**src/rtl/sfc_pkg.sv**
```systemverilog
`timescale 1ns/1ps
package sfc_pkg;
  typedef enum logic [2:0] {
    ST_IDLE,
    ST_SETUP,
    ST_XFER,
    ST_WAIT,
    ST_GAP
  } seq_state_t;
endpackage

```
**src/rtl/sfc_edge_sync.sv**
```systemverilog
`timescale 1ns/1ps
module sfc_edge_sync #(
  parameter int STAGES = 2
) (
  input  logic clk,
  input  logic rst_n,
  input  logic async_i,
  output logic rise_o
);
  logic [STAGES-1:0] sync_q;
  logic              prev_q;
  logic [STAGES-1:0] sync_d;

  always_comb begin
    sync_d = {sync_q[STAGES-2:0], async_i};
  end

  always_ff @(posedge clk or negedge rst_n) begin
    if (!rst_n) begin
      sync_q <= '0;
      prev_q <= 1'b0;
    end else begin
      sync_q <= sync_d;
      prev_q <= sync_q[STAGES-1];
    end
  end

  assign rise_o = sync_q[STAGES-1] & ~prev_q;

  // one pulse per edge, never two in a row
  a_r1_single_pulse: assert property (@(posedge clk) disable iff (!rst_n)
    rise_o |=> !rise_o);
endmodule

```
**src/rtl/sfc_spi_byte.sv**
```systemverilog
`timescale 1ns/1ps
module sfc_spi_byte #(
  parameter int HALF_DIV = 2
) (
  input  logic       clk,
  input  logic       rst_n,
  input  logic       start_i,
  input  logic [7:0] tx_i,
  input  logic       miso_i,
  output logic       sclk_o,
  output logic       mosi_o,
  output logic [7:0] rx_o,
  output logic       done_o
);
  localparam int DIV_W = (HALF_DIV > 1) ? $clog2(HALF_DIV) : 1;
  localparam logic [DIV_W-1:0] DIV_LAST = DIV_W'(HALF_DIV - 1);

  logic             busy_q, busy_d;
  logic [DIV_W-1:0] div_q, div_d;
  logic [2:0]       bit_q, bit_d;
  logic             sclk_q, sclk_d;
  logic [7:0]       tx_q, tx_d, rx_q, rx_d;
  logic             done_q, done_d;

  always_comb begin
    busy_d = busy_q;
    div_d  = div_q;
    bit_d  = bit_q;
    sclk_d = sclk_q;
    tx_d   = tx_q;
    rx_d   = rx_q;
    done_d = 1'b0;
    if (!busy_q) begin
      if (start_i) begin
        busy_d = 1'b1;
        tx_d   = tx_i;
        div_d  = '0;
        bit_d  = '0;
        sclk_d = 1'b0;
      end
    end else if (div_q == DIV_LAST) begin
      div_d = '0;
      if (!sclk_q) begin
        sclk_d = 1'b1;
        rx_d   = {rx_q[6:0], miso_i};
      end else begin
        sclk_d = 1'b0;
        tx_d   = {tx_q[6:0], 1'b1};
        if (bit_q == 3'd7) begin
          busy_d = 1'b0;
          done_d = 1'b1;
          bit_d  = '0;
        end else begin
          bit_d = bit_q + 3'd1;
        end
      end
    end else begin
      div_d = div_q + DIV_W'(1);
    end
  end

  always_ff @(posedge clk or negedge rst_n) begin
    if (!rst_n) begin
      busy_q <= 1'b0;
      div_q  <= '0;
      bit_q  <= '0;
      sclk_q <= 1'b0;
      tx_q   <= 8'hFF;
      rx_q   <= '0;
      done_q <= 1'b0;
    end else begin
      busy_q <= busy_d;
      div_q  <= div_d;
      bit_q  <= bit_d;
      sclk_q <= sclk_d;
      tx_q   <= tx_d;
      rx_q   <= rx_d;
      done_q <= done_d;
    end
  end

  assign sclk_o = sclk_q;
  assign mosi_o = tx_q[7];
  assign rx_o   = rx_q;
  assign done_o = done_q;

  // the serial clock rests low once a byte has completed
  a_r2_idle_low_after_byte: assert property (@(posedge clk) disable iff (!rst_n)
    done_o |-> !sclk_o);
endmodule

```
**src/rtl/sfc_byte_fifo.sv**
```systemverilog
`timescale 1ns/1ps
module sfc_byte_fifo #(
  parameter int DEPTH = 120,
  parameter int LVL_W = $clog2(DEPTH + 1)
) (
  input  logic             clk,
  input  logic             rst_n,
  input  logic             push_i,
  input  logic [7:0]       push_data_i,
  input  logic             pop_i,
  output logic [7:0]       rd_data_o,
  output logic [LVL_W-1:0] level_o,
  output logic             empty_o
);
  localparam int PTR_W = (DEPTH > 1) ? $clog2(DEPTH) : 1;
  localparam logic [PTR_W-1:0] PTR_LAST = PTR_W'(DEPTH - 1);

  logic [7:0]       mem_q [DEPTH];
  logic [PTR_W-1:0] wr_q, wr_d, rd_q, rd_d;
  logic [LVL_W-1:0] lvl_q, lvl_d;
  logic             pop_ok;

  always_comb begin
    pop_ok = pop_i && (lvl_q != '0);
    wr_d   = wr_q;
    rd_d   = rd_q;
    lvl_d  = lvl_q;
    if (push_i) wr_d = (wr_q == PTR_LAST) ? '0 : wr_q + PTR_W'(1);
    if (pop_ok) rd_d = (rd_q == PTR_LAST) ? '0 : rd_q + PTR_W'(1);
    if (push_i && !pop_ok)      lvl_d = lvl_q + LVL_W'(1);
    else if (!push_i && pop_ok) lvl_d = lvl_q - LVL_W'(1);
  end

  always_ff @(posedge clk) begin
    if (push_i) mem_q[wr_q] <= push_data_i;
  end

  always_ff @(posedge clk or negedge rst_n) begin
    if (!rst_n) begin
      wr_q  <= '0;
      rd_q  <= '0;
      lvl_q <= '0;
    end else begin
      wr_q  <= wr_d;
      rd_q  <= rd_d;
      lvl_q <= lvl_d;
    end
  end

  assign rd_data_o = mem_q[rd_q];
  assign level_o   = lvl_q;
  assign empty_o   = (lvl_q == '0);

  // the writer never pushes into a full store
  a_r9_no_overflow: assert property (@(posedge clk) disable iff (!rst_n)
    push_i |-> (lvl_q < LVL_W'(DEPTH)));
  // a read of an empty store changes nothing
  a_r9_empty_pop_ignored: assert property (@(posedge clk) disable iff (!rst_n)
    (pop_i && empty_o && !push_i) |=> empty_o);
endmodule

```
**src/rtl/sfc_sequencer.sv**
```systemverilog
`timescale 1ns/1ps
module sfc_sequencer
  import sfc_pkg::*;
#(
  parameter int         NUM_REGS      = 4,
  parameter int         BYTES_PER_REG = 3,
  parameter int         DEPTH         = 120,
  parameter int         HALF_DIV      = 2,
  parameter logic [7:0] BASE_ADDR     = 8'h10,
  parameter logic [7:0] CMD_PREFIX    = 8'h80,
  parameter int         LVL_W         = $clog2(DEPTH + 1)
) (
  input  logic             clk,
  input  logic             rst_n,
  input  logic             trig_i,
  input  logic             clear_i,
  input  logic [LVL_W-1:0] level_i,
  input  logic             eng_done_i,
  input  logic [7:0]       eng_rx_i,
  input  logic             eng_sclk_i,
  output logic             eng_start_o,
  output logic [7:0]       eng_tx_o,
  output logic             cs_n_o,
  output logic             push_o,
  output logic [7:0]       push_data_o,
  output logic             irq_o,
  output logic             overrun_o
);
  localparam int FRAME_BYTES = NUM_REGS * BYTES_PER_REG;
  localparam int RI_W = (NUM_REGS > 1) ? $clog2(NUM_REGS) : 1;
  localparam int BI_W = $clog2(BYTES_PER_REG + 1);
  localparam int WC_W = $clog2(2 * HALF_DIV + 1);
  localparam logic [RI_W-1:0]  REG_LAST  = RI_W'(NUM_REGS - 1);
  localparam logic [BI_W-1:0]  BYTE_LAST = BI_W'(BYTES_PER_REG);
  localparam logic [WC_W-1:0]  WAIT_LAST = WC_W'(2 * HALF_DIV - 1);
  localparam logic [LVL_W-1:0] START_MAX = LVL_W'(DEPTH - FRAME_BYTES);
  localparam logic [LVL_W-1:0] FULL_LVL  = LVL_W'(DEPTH);

  seq_state_t      state_q, state_d;
  logic [RI_W-1:0] reg_q, reg_d;
  logic [BI_W-1:0] byte_q, byte_d;
  logic [WC_W-1:0] wait_q, wait_d;
  logic            cs_n_q, cs_n_d;
  logic            irq_q, irq_d;
  logic            ovr_q, ovr_d;
  logic            full_prev_q;
  logic            full_now;

  assign full_now = (level_i == FULL_LVL);

  always_comb begin
    state_d = state_q;
    reg_d   = reg_q;
    byte_d  = byte_q;
    wait_d  = wait_q;
    cs_n_d  = cs_n_q;
    ovr_d   = clear_i ? 1'b0 : ovr_q;
    case (state_q)
      ST_IDLE: begin
        if (trig_i) begin
          if (level_i <= START_MAX) begin
            state_d = ST_SETUP;
            reg_d   = '0;
            wait_d  = '0;
            cs_n_d  = 1'b0;
          end else begin
            ovr_d = 1'b1;
          end
        end
      end
      ST_SETUP: begin
        if (wait_q == WAIT_LAST) begin
          state_d = ST_XFER;
          byte_d  = '0;
        end else begin
          wait_d = wait_q + WC_W'(1);
        end
      end
      ST_XFER: state_d = ST_WAIT;
      ST_WAIT: begin
        if (eng_done_i) begin
          if (byte_q == BYTE_LAST) begin
            state_d = ST_GAP;
            cs_n_d  = 1'b1;
            wait_d  = '0;
          end else begin
            state_d = ST_XFER;
            byte_d  = byte_q + BI_W'(1);
          end
        end
      end
      ST_GAP: begin
        if (wait_q == WAIT_LAST) begin
          wait_d = '0;
          if (reg_q == REG_LAST) begin
            state_d = ST_IDLE;
          end else begin
            state_d = ST_SETUP;
            reg_d   = reg_q + RI_W'(1);
            cs_n_d  = 1'b0;
          end
        end else begin
          wait_d = wait_q + WC_W'(1);
        end
      end
      default: state_d = ST_IDLE;
    endcase
    if (trig_i && (state_q != ST_IDLE)) ovr_d = 1'b1;
    if (clear_i || (level_i == '0))     irq_d = 1'b0;
    else if (full_now && !full_prev_q)  irq_d = 1'b1;
    else                                irq_d = irq_q;
  end

  always_ff @(posedge clk or negedge rst_n) begin
    if (!rst_n) begin
      state_q     <= ST_IDLE;
      reg_q       <= '0;
      byte_q      <= '0;
      wait_q      <= '0;
      cs_n_q      <= 1'b1;
      irq_q       <= 1'b0;
      ovr_q       <= 1'b0;
      full_prev_q <= 1'b0;
    end else begin
      state_q     <= state_d;
      reg_q       <= reg_d;
      byte_q      <= byte_d;
      wait_q      <= wait_d;
      cs_n_q      <= cs_n_d;
      irq_q       <= irq_d;
      ovr_q       <= ovr_d;
      full_prev_q <= full_now;
    end
  end

  assign eng_start_o = (state_q == ST_XFER);
  assign eng_tx_o    = (byte_q == '0) ? (CMD_PREFIX | (BASE_ADDR + 8'(reg_q))) : 8'hFF;
  assign cs_n_o      = cs_n_q;
  assign push_o      = (state_q == ST_WAIT) && eng_done_i && (byte_q != '0);
  assign push_data_o = eng_rx_i;
  assign irq_o       = irq_q;
  assign overrun_o   = ovr_q;

  // the interrupt only rises on a full buffer
  a_r5_irq_only_full: assert property (@(posedge clk) disable iff (!rst_n)
    $rose(irq_q) |-> full_prev_q);
  // no sequence starts without room for a frame
  a_r8_start_needs_room: assert property (@(posedge clk) disable iff (!rst_n)
    (state_q == ST_IDLE && trig_i && level_i > START_MAX) |=> (state_q == ST_IDLE));
  // overrun holds until cleared
  a_r11_overrun_sticky: assert property (@(posedge clk) disable iff (!rst_n)
    (ovr_q && !clear_i) |=> ovr_q);
  // the serial clock stays low while chip select is released
  a_r2_sclk_low_cs_high: assert property (@(posedge clk) disable iff (!rst_n)
    cs_n_q |-> !eng_sclk_i);
endmodule

```
**src/rtl/spi_frame_collector.sv**
```systemverilog
`timescale 1ns/1ps
module spi_frame_collector #(
  parameter int         NUM_REGS      = 4,
  parameter int         BYTES_PER_REG = 3,
  parameter int         NUM_FRAMES    = 10,
  parameter int         HALF_DIV      = 2,
  parameter logic [7:0] BASE_ADDR     = 8'h10,
  parameter logic [7:0] CMD_PREFIX    = 8'h80
) (
  input  logic       clk,
  input  logic       rst_n,
  input  logic       drdy_i,
  input  logic       clear_i,
  output logic       spi_sclk_o,
  output logic       spi_mosi_o,
  input  logic       spi_miso_i,
  output logic       spi_cs_n_o,
  input  logic       rd_en_i,
  output logic [7:0] rd_data_o,
  output logic       rd_empty_o,
  output logic       full_irq_o,
  output logic       overrun_o
);
  localparam int DEPTH = NUM_FRAMES * NUM_REGS * BYTES_PER_REG;
  localparam int LVL_W = $clog2(DEPTH + 1);

  logic             trig;
  logic             eng_start, eng_done, eng_sclk;
  logic [7:0]       eng_tx, eng_rx;
  logic             push;
  logic [7:0]       push_data;
  logic [LVL_W-1:0] level;

  sfc_edge_sync #(.STAGES(2)) u_sync (
    .clk(clk), .rst_n(rst_n), .async_i(drdy_i), .rise_o(trig)
  );

  sfc_spi_byte #(.HALF_DIV(HALF_DIV)) u_spi (
    .clk(clk), .rst_n(rst_n), .start_i(eng_start), .tx_i(eng_tx),
    .miso_i(spi_miso_i), .sclk_o(eng_sclk), .mosi_o(spi_mosi_o),
    .rx_o(eng_rx), .done_o(eng_done)
  );

  sfc_sequencer #(
    .NUM_REGS(NUM_REGS), .BYTES_PER_REG(BYTES_PER_REG), .DEPTH(DEPTH),
    .HALF_DIV(HALF_DIV), .BASE_ADDR(BASE_ADDR), .CMD_PREFIX(CMD_PREFIX),
    .LVL_W(LVL_W)
  ) u_seq (
    .clk(clk), .rst_n(rst_n), .trig_i(trig), .clear_i(clear_i),
    .level_i(level), .eng_done_i(eng_done), .eng_rx_i(eng_rx),
    .eng_sclk_i(eng_sclk), .eng_start_o(eng_start), .eng_tx_o(eng_tx),
    .cs_n_o(spi_cs_n_o), .push_o(push), .push_data_o(push_data),
    .irq_o(full_irq_o), .overrun_o(overrun_o)
  );

  sfc_byte_fifo #(.DEPTH(DEPTH), .LVL_W(LVL_W)) u_buf (
    .clk(clk), .rst_n(rst_n), .push_i(push), .push_data_i(push_data),
    .pop_i(rd_en_i), .rd_data_o(rd_data_o), .level_o(level),
    .empty_o(rd_empty_o)
  );

  assign spi_sclk_o = eng_sclk;
endmodule

```
**config.mk**
```make
export PLATFORM = sky130hd
export DESIGN_NAME = spi_frame_collector
export DESIGN_NICKNAME = d
export VERILOG_FILES = /design/src/rtl/sfc_pkg.sv /design/src/rtl/sfc_edge_sync.sv /design/src/rtl/sfc_spi_byte.sv /design/src/rtl/sfc_byte_fifo.sv /design/src/rtl/sfc_sequencer.sv /design/src/rtl/spi_frame_collector.sv
export SDC_FILE = /design/constraint.sdc
export NUM_CORES = 1
export LEC_CHECK = 0
export BUFFER_PORTS_ARGS = -buffer_cell sky130_fd_sc_hd__buf_4
export CORE_MARGIN = 3
export CORE_UTILIZATION = 45
export CTS_CLUSTER_SIZE = 14
export DETAILED_ROUTE_END_ITERATION = 6
export PLACE_DENSITY = 0.6
export SYNTH_ARGS = -nofsm -noshare
export SYNTH_HDL_FRONTEND = slang
export SYNTH_SLANG_ARGS = --single-unit
```
**constraint.sdc**
```tcl
create_clock -name clk -period 3.95 [get_ports clk]
set_clock_uncertainty 0.1 [all_clocks]
set_input_delay 0.5925 -clock clk [delete_from_list [all_inputs] [get_ports clk]]
set_output_delay 0.5925 -clock clk [all_outputs]
set_load 0.05 [all_outputs]
```
==> parameters.txt, run 1 <==
Parameter                              Value

Final layout
  Post-synthesis to final-layout area growth    16.60%
  Layout filler cell count    7038
  Number of antenna repair diodes    0
  Net count, final    ~2500
  Layout cells sized above 1    0.2617

Setup path
  Reg-to-reg startpoint    u_seq.state_q[2]$_DFFE_PN0P_
  Startpoint types    flip-flop
  Delay of the slowest cell on the worst path    approximately 490 ps
  Arrival time worst endpoint    approximately 3400 ps
  Cell-by-cell trace of the critical path    buf_12 > buf_12 > buf_8 > mux4_2 > mux4_2 > o22ai_2 > or3_4 > a211oi_4 > buf_4 > buf_8
  Kind of end point of the critical path    primary output
  Required time at the worst-slack endpoint    around 3300 ps
  Highest-delay cell along the critical path    sky130_fd_sc_hd__dfrtp_4
  Number of buffers and inverters on the critical path    5
  Largest delay share family, worst path    buffers and inverters
  Worst Setup Path Type    reg -> out
  Crit-path max FO    8
  Critical path launch point    u_buf.rd_q[1]$_DFFE_PN0P_

Power
  Gate power share    0.290
  Part of the power in registers    0.426
  Share of power burned in the clock network    0.285
  Sw Pwr    ~0.011 W
  Power density over the cells    734.1 nW/um^2
  Switch share    0.3139
  Static leakage power    ~16 nW
  Internal power summed over all cells    between 0.02 and 0.025 W
  Maximum vdd drop    0.9833 mV

Floorplan
  Floorplan core area    ~89000 sq um
  I/O pins    20
  Floorplan row count    between 100 and 150
  Initial core utilization    0.4579
  Die X-Extent    307.3 um
  Total die area    about 94000 sq um
  Die H    between 300 and 400 um

Yosys
  Mean Syn Cell Area    approximately 18 sq um
  Post-Synthesis Net Count    around 2300
  Count of mapped cells out of synthesis    around 2200
  Most used flip-flop cell after synthesis    sky130_fd_sc_hd__edfxtp_1
  Synth async-reset ratio    0.05975
  Sequential fraction of the synthesis area    0.7435
  Number of flops mapped to enable cells by yosys    960
  Seq cells post-synth    1021
  Netlist area before placement    between 40000 and 50000 sq um
  Yosys synthesis warning count    0
  Count of different cell masters after synthesis    62

Route
  Via density per instance    between 5 and 6
  Total length of routed wires    ~100 mm
  Per-cell routed wire length    26.74 um
  Number of nets with antenna violations after detailed routing    0
  1st-iter DRT viols    2031
  Total vias in the final route    around 22000
  Detailed-router iteration count before antenna repair    5
  Count of unresolved DRC violations after routing    0

Timing
  PnR worst setup slack    -159.9 ps
  Final slew viol count    0
  Timing-limited maximum frequency    about 240 MHz
  Least-Margin Pin Slew    about 1300 ps
  RSZ-0062 raised after global routing    true
  Number of hold violations in the final report    0
  Crit path time final    4110 ps
  Setup TNS Final    -670.5 ps
  Finish-stage setup viols    8
  Hold WS    ~250 ps
  Worst slew slack as a fraction of its limit    0.1593
  Period utilization    1.040

Global routing
  Wire length of the first global-routing pass    146.6 mm
  Global route overflow    0
  Via count of the first global-routing pass    22221
  Antenna violations before repair    0
  Total track usage    0.2097
  Largest net degree at the start of global routing    a little over 100

Outcome
  Violated checks    setup timing
  Status    complete, but fails checks

Clock tree
  Root Buffer Master    sky130_fd_sc_hd__clkbuf_16
  Number of H-tree branching levels    3
  Source-to-sink clock delay at the later pin of the worst-skew pair    about 700 ps
  Clock sink count    approximately 1000
  Clock tree from TritonCTS    yes
  Number of CTS-inserted buffers    104
  Buffer depth of the longest clock path    3
  Register clock-pin slew on the reported worst setup and hold paths    about 60 ps

Placed design
  DPL Wire Length    59.96 mm
  Routability congestion estimate    around 0.85
  Count of input and output buffers    19

Hold path
  Hold Path Class    reg -> reg
  Critical hold path startpoint    u_sync.sync_q[0]$_DFF_PN0_

Job
  Max-capacitance violation count    0
==> synthesized netlist by cell type, types with 3 or more instances <==
library cell	count	area, sq um
sky130_fd_sc_hd__nor4_1	4	25.02
sky130_fd_sc_hd__a22oi_1	100	750.7
sky130_fd_sc_hd__mux2i_1	189	1892
sky130_fd_sc_hd__dfstp_2	9	236.5
sky130_fd_sc_hd__a21oi_1	86	430.4
sky130_fd_sc_hd__a21o_1	5	37.54
sky130_fd_sc_hd__edfxtp_1	960	28830
sky130_fd_sc_hd__buf_2	23	115.1
sky130_fd_sc_hd__inv_1	19	71.32
sky130_fd_sc_hd__o311a_1	3	30.03
sky130_fd_sc_hd__ha_1	17	212.7
sky130_fd_sc_hd__mux4_2	139	3131
sky130_fd_sc_hd__clkbuf_1	53	198.9
sky130_fd_sc_hd__buf_1	10	37.54
sky130_fd_sc_hd__o22ai_1	26	162.7
sky130_fd_sc_hd__a22o_1	3	26.28
sky130_fd_sc_hd__nor2b_1	27	168.9
sky130_fd_sc_hd__nand2_1	73	274.0
sky130_fd_sc_hd__dfrtp_1	52	1301
sky130_fd_sc_hd__o41ai_1	4	35.03
sky130_fd_sc_hd__o21ai_0	33	165.2
sky130_fd_sc_hd__mux2_2	56	630.6
sky130_fd_sc_hd__o31ai_1	13	97.59
sky130_fd_sc_hd__xnor2_1	6	52.55
sky130_fd_sc_hd__a211oi_1	12	90.09
sky130_fd_sc_hd__buf_6	16	180.2
sky130_fd_sc_hd__or3_1	7	43.79
sky130_fd_sc_hd__buf_12	7	140.1
sky130_fd_sc_hd__nand4_1	4	25.02
sky130_fd_sc_hd__nor3_1	19	95.09
sky130_fd_sc_hd__nand3_1	26	130.1
sky130_fd_sc_hd__nor2_1	156	585.6
sky130_fd_sc_hd__o41a_1	5	56.30
sky130_fd_sc_hd__buf_4	15	112.6
sky130_fd_sc_hd__a31oi_1	8	50.05
sky130_fd_sc_hd__nand2b_1	8	50.05
sky130_fd_sc_hd__and2_1	5	31.28
==> registers in the layout (all words and copies together), names as in the netlist, 2 cells and up <==
| register | count |
|---|---|
| u_buf.mem_q | 960 |
| u_spi.rx_o | 8 |
| u_spi.tx_q | 8 |
| u_buf.level_o | 7 |
| u_buf.rd_q | 7 |
| u_buf.wr_q | 7 |
| u_seq.state_q | 3 |
| u_seq.wait_q | 3 |
| u_spi.bit_q | 3 |
| u_seq.byte_q | 2 |
| u_seq.reg_q | 2 |
| u_sync.sync_q | 2 |
==> per-layer routing <==
layer	GRT usage	up-vias	wire length, um
met3	0.03432	181	6768
met1	0.2909	11290	41100
li1	-	9414	-
met5	0	-	0
met4	0.06286	0	2909
met2	0.3446	791	47800
==> worst reg2reg max path, cell delays in order, from the launching register on <==
cell and delay (ps):
sky130_fd_sc_hd__dfrtp_1 520, sky130_fd_sc_hd__nand2b_1 340, sky130_fd_sc_hd__nor3_2 200, sky130_fd_sc_hd__buf_4 200, sky130_fd_sc_hd__ha_1 270, sky130_fd_sc_hd__inv_1 200, sky130_fd_sc_hd__ha_1 310, sky130_fd_sc_hd__a21o_1 180
sky130_fd_sc_hd__a21oi_1 240, sky130_fd_sc_hd__o21bai_1 120, sky130_fd_sc_hd__a2111o_1 410, sky130_fd_sc_hd__o221a_2 130
==> layout by cell type (no fill, tap or decap), types with 9 or more instances in the layout <==
cell	netlist	routed
sky130_fd_sc_hd__edfxtp_1	960	960
sky130_fd_sc_hd__mux2i_1	189	187
sky130_fd_sc_hd__buf_4	15	171
sky130_fd_sc_hd__nor2_1	156	155
sky130_fd_sc_hd__mux4_2	139	141
sky130_fd_sc_hd__clkbuf_16	0	105
sky130_fd_sc_hd__a22oi_1	100	89
sky130_fd_sc_hd__a21oi_1	86	75
sky130_fd_sc_hd__nand2_1	73	73
sky130_fd_sc_hd__mux2_2	56	56
sky130_fd_sc_hd__dfrtp_1	52	41
sky130_fd_sc_hd__o21ai_0	33	31
sky130_fd_sc_hd__nand3_1	26	26
sky130_fd_sc_hd__nor2b_1	27	25
sky130_fd_sc_hd__clkinv_2	0	20
sky130_fd_sc_hd__clkbuf_1	53	20
sky130_fd_sc_hd__inv_1	19	19
sky130_fd_sc_hd__clkinv_1	2	17
sky130_fd_sc_hd__o22ai_1	26	17
sky130_fd_sc_hd__ha_1	17	17
sky130_fd_sc_hd__buf_6	16	15
sky130_fd_sc_hd__buf_12	7	15
sky130_fd_sc_hd__bufinv_16	0	14
sky130_fd_sc_hd__o31ai_1	13	13
sky130_fd_sc_hd__nor3_1	19	12
sky130_fd_sc_hd__a22oi_2	0	11
sky130_fd_sc_hd__a21oi_2	0	11
sky130_fd_sc_hd__dfrtp_4	0	11
sky130_fd_sc_hd__buf_8	0	10
sky130_fd_sc_hd__o22ai_2	0	9
sky130_fd_sc_hd__dfstp_2	9	9
==> path summary, 6_finish.rpt <==
| check | slack [ps] | cells past startpoint | end |
|---|---|---|---|
| min reg2reg | 250 | 0 | u_sync.sync_q[1]$_DFF_PN0_ |
| min | 250 | 0 | u_sync.sync_q[1]$_DFF_PN0_ |
| max in group asynchronous | 2610 | 2 | u_spi.rx_o[3]$_DFFE_PN0P_ |
| max | -160 | 10 | rd_data_o[3] |
| max reg2reg | 610 | 11 | u_buf.level_o[5]$_DFFE_PN0P_ |
| min in group asynchronous | 460 | 2 | u_buf.level_o[6]$_DFFE_PN0P_ |
==> cells by family (layout without fill, tap and decap cells) <==
group	count (synthesis)	count (layout)	synth area share
and+or+nand+nor	344	344	0.03799
muxes	386	386	0.1397
xor gates and xnor gates	8	8	0.001716
buffers and inverters	146	434	0.02126
DFF	1021	1021	0.7435
AOI/OAI and AO/OA	311	311	0.05012
adders and majority gates	18	18	0.005698
==> power groups by stage <==
stage | Sequential, W | Combinational (W) | Clock (W)
final | 0.0149 | 0.0101 | 0.00995
after CTS | 0.0149 | 0.00997 | 0.0101
after floorplan | 0.0147 | 0.00544 | 0
after detailed placement | 0.0152 | 0.00860 | 0
after global placement | 0.0151 | 0.00850 | 0
after global routing | 0.0150 | 0.0106 | 0.0105
==> area by class of cell <==
type / count / area, sq um / share of cell area
inverter: 21 / 80.08 / 0.001682
clock buffer: 129 / 2758 / 0.05791
clock inverter: 59 / 715.7 / 0.01503
timing repair buffer: 225 / 2253 / 0.04732
tap: 1165 / 1458 / 0.03061
sequential: 1021 / 30410 / 0.6385
multi-input combinational: 1067 / 9950 / 0.2089
==> stage by stage <==
step / std cells / area (sq um) / utilization / setup WS, ps / power [W]
after CTS: 3672 / 47460 / 0.5321 / -189.3 / 0.03501
final: 3687 / 47620 / 0.5339 / -159.9 / 0.03496
after global placement: 3445 / 43010 / 0.4822 / 7.963 / 0.02362
after floorplan: 2234 / 40840 / - / 221.3 / 0.02010
after global routing: 3687 / 47620 / 0.5339 / -213.1 / 0.03621
after detailed placement: 3445 / 43010 / 0.4822 / 53.28 / 0.02381
==> what timing repair did <==
action                                 4_1_cts  5_1_grt
cloned                                       9        0
buffers inserted                            26       17
setup endpoints to repair                    8        8
hold buffers                                 4        0
resized for setup                           94       21
endpoints found under the hold margin       56        0
pin swaps                                   29       20
Power figures use the tool's default switching activity.
==> inputs of run 2 (changes only) <==
- RECOVER_POWER: unset -> 50
- clock period: 3.95 -> 4 ns (I/O delays scaled with it)
==> parameters.txt, run 2 (same netlist as run 1, synthesis figures left out) <==
Parameter                              Value

Outcome
  Status    complete, but fails checks
  Violated checks    capacitance limit, slew limit, setup timing

Clock tree
  Clock sink count    1021
  Source-to-sink clock delay at the later pin of the worst-skew pair    ~670 ps
  Clock tree from TritonCTS    yes
  Number of CTS-inserted buffers    about 100
  Register clock-pin slew on the reported worst setup and hold paths    about 60 ps
  Buffer depth of the longest clock path    3
  Number of H-tree branching levels    3
  Root Buffer Master    sky130_fd_sc_hd__clkbuf_16

Floorplan
  Total die area    ~94000 sq um
  Die X-Extent    between 300 and 400 um
  Floorplan core area    about 90000 sq um
  Die H    ~300 um
  Initial core utilization    0.4579
  I/O pins    20
  Floorplan row count    ~110

Global routing
  Antenna violations before repair    1
  GR Layer Usage met3    0.03975
  Global-route layer with the greatest usage    met2
  Total track usage    0.2061
  Met1 usage    0.2882
  Met2 usage in global routing    0.3307
  Largest net degree at the start of global routing    96
  Via count of the first global-routing pass    roughly 21000
  Wire length of the first global-routing pass    between 100 and 150 mm
  Global route overflow    0

Placed design
  DPL Wire Length    58.06 mm
  Routability congestion estimate    slightly above 0.8
  Place WS    between 10 and 15 ps
  Instance area at placement    roughly 43000 sq um
  Count of input and output buffers    19

Hold path
  Hold Path Class    in -> reg
  Number of cells on the worst hold path    2

Route
  1st-iter DRT viols    2114
  Total length of routed wires    around 99 mm
  Via density per instance    approximately 5.9
  Count of unresolved DRC violations after routing    0
  Detailed-router iteration count before antenna repair    5
  Per-cell routed wire length    27.12 um
  Number of nets with antenna violations after detailed routing    0
  Total vias in the final route    21425

Job
  Max-capacitance violation count    9

Timing
  RSZ-0062 raised after global routing    true
  Final slew viol count    about 680
  Worst slew slack as a fraction of its limit    -1.113
  Number of hold violations in the final report    0
  Crit path time final    between 4000 and 5000 ps
  Finish-stage setup viols    8
  Timing-limited maximum frequency    approximately 240 MHz
  Least-Margin Pin Slew    around 3200 ps
  PnR worst setup slack    -175.4 ps
  Period utilization    1.044
  Hold WS    between 80 and 90 ps
  Setup TNS Final    -657.1 ps

Power
  Power density over the cells    between 700 and 800 nW/um^2
  Maximum vdd drop    between 0.9 and 1 mV
  Design Power    approximately 0.034 W
  Static leakage power    between 15 and 20 nW

Setup path
  Number of buffers and inverters on the critical path    6
  Cell-by-cell trace of the critical path    clkbuf_4 > buf_6 > nor2b_4 > buf_12 > buf_12 > a22oi_2 > a21oi_1 > o41a_1 > a211oi_2 > buf_4 > buf_8
  Arrival time worst endpoint    3480 ps
  Startpoint types    flip-flop
  Largest delay share family, worst path    compound AO/OA/AOI/OAI gates
  Worst Setup Path Type    reg -> out
  Delay of the slowest cell on the worst path    about 500 ps
  Highest-delay cell along the critical path    sky130_fd_sc_hd__o41a_1
  Crit. path cell count    11
  Crit-path max FO    23
  Crit path top cell by count    sky130_fd_sc_hd__buf_12
  Required time at the worst-slack endpoint    ~3300 ps
  Worst Reg2Reg Path Length in Cells    1
  Kind of end point of the critical path    primary output

Final layout
  Largest register FFs    960
  Finished Cell Area    47150 sq um
  Post-synthesis to final-layout area growth    15.45%
  Most frequent standard cell in the layout excluding fill and tap cells    sky130_fd_sc_hd__edfxtp_1
  Number of antenna repair diodes    0
  Net count, final    around 2400
  Most flops, register    u_buf.mem_q
  Layout cells sized above 1    0.2357
  Most frequent cells in the layout    960 x sky130_fd_sc_hd__edfxtp_1, 189 x sky130_fd_sc_hd__mux2i_1, 154 x sky130_fd_sc_hd__nor2_1
-- run 2: changes by cell type in the layout (fill, tap and decap cells not counted), sizes merged --
cell         before  now
nor2b            27   29
dlygate4sd3       4    3
buf             214  146
bufinv           14    9
clkbuf          129  161
bufbuf            7    1
inv              21   24
clkinvlp          4    3
-- run 2: final cells by class --
class                   instances  area (sq um)
fillers                      7015         42040
flip-flops and latches       1021         30380
multi-input cells            1069          9991
clock buffers                 136          2764
repair buffers                175          1937
well taps                    1165          1458
clock inverters                56         544.3
inverters                      21         78.83
-- run 2: power breakdown --
part | leakage, nW | total, W | switching, W | internal (W)
clock network | 1.61 | 0.00949 | 0.00403 | 0.00545
logic | 4.39 | 0.00994 | 0.00564 | 0.00430
registers | 9.50 | 0.0146 | 0.00120 | 0.0134
-- run 2: timing repair --
| item | 4_1_cts | 5_1_grt |
|---|---|---|
| hold buffers | 3 | 0 |
| pin swaps | 22 | 24 |
| gates resized for setup | 58 | 59 |
| endpoints found under the hold margin | 54 | 0 |
| buffers inserted | 15 | 28 |
| gates cloned | 5 | 7 |
| endpoints found under the setup margin | 8 | 8 |
-- run 2: per-layer routing --
metal	up-vias	routed length [um]
li1	9311	-
met1	11174	41150
met2	781	47710
met3	157	7128
met4	2	2788
met5	-	13
-- run 2: worst paths after layout --
path / from / endpoint / slack, ps
worst max register to register: u_spi.rx_o[6]$_DFFE_PN0P_ / u_buf.mem_q[115][6]$_DFFE_PP_ / 300
worst max-delay path: u_buf.rd_q[0]$_DFFE_PN0P_ / rd_data_o[1] / -180
min in group asynchronous: rst_n / u_buf.level_o[5]$_DFFE_PN0P_ / 810
worst min register to register: u_sync.sync_q[0]$_DFF_PN0_ / u_sync.sync_q[1]$_DFF_PN0_ / 260
worst min-delay path: spi_miso_i / u_spi.rx_o[0]$_DFFE_PN0P_ / 80
max in group asynchronous: rst_n / u_buf.rd_q[2]$_DFFE_PN0P_ / 1790
-- run 2: metrics by stage --
step,cells,utilization
final,3643,0.5286
after global placement,3394,0.4790
after floorplan,2234,-
after CTS,3609,0.5225
after detailed placement,3394,0.4790
after global routing,3643,0.5286
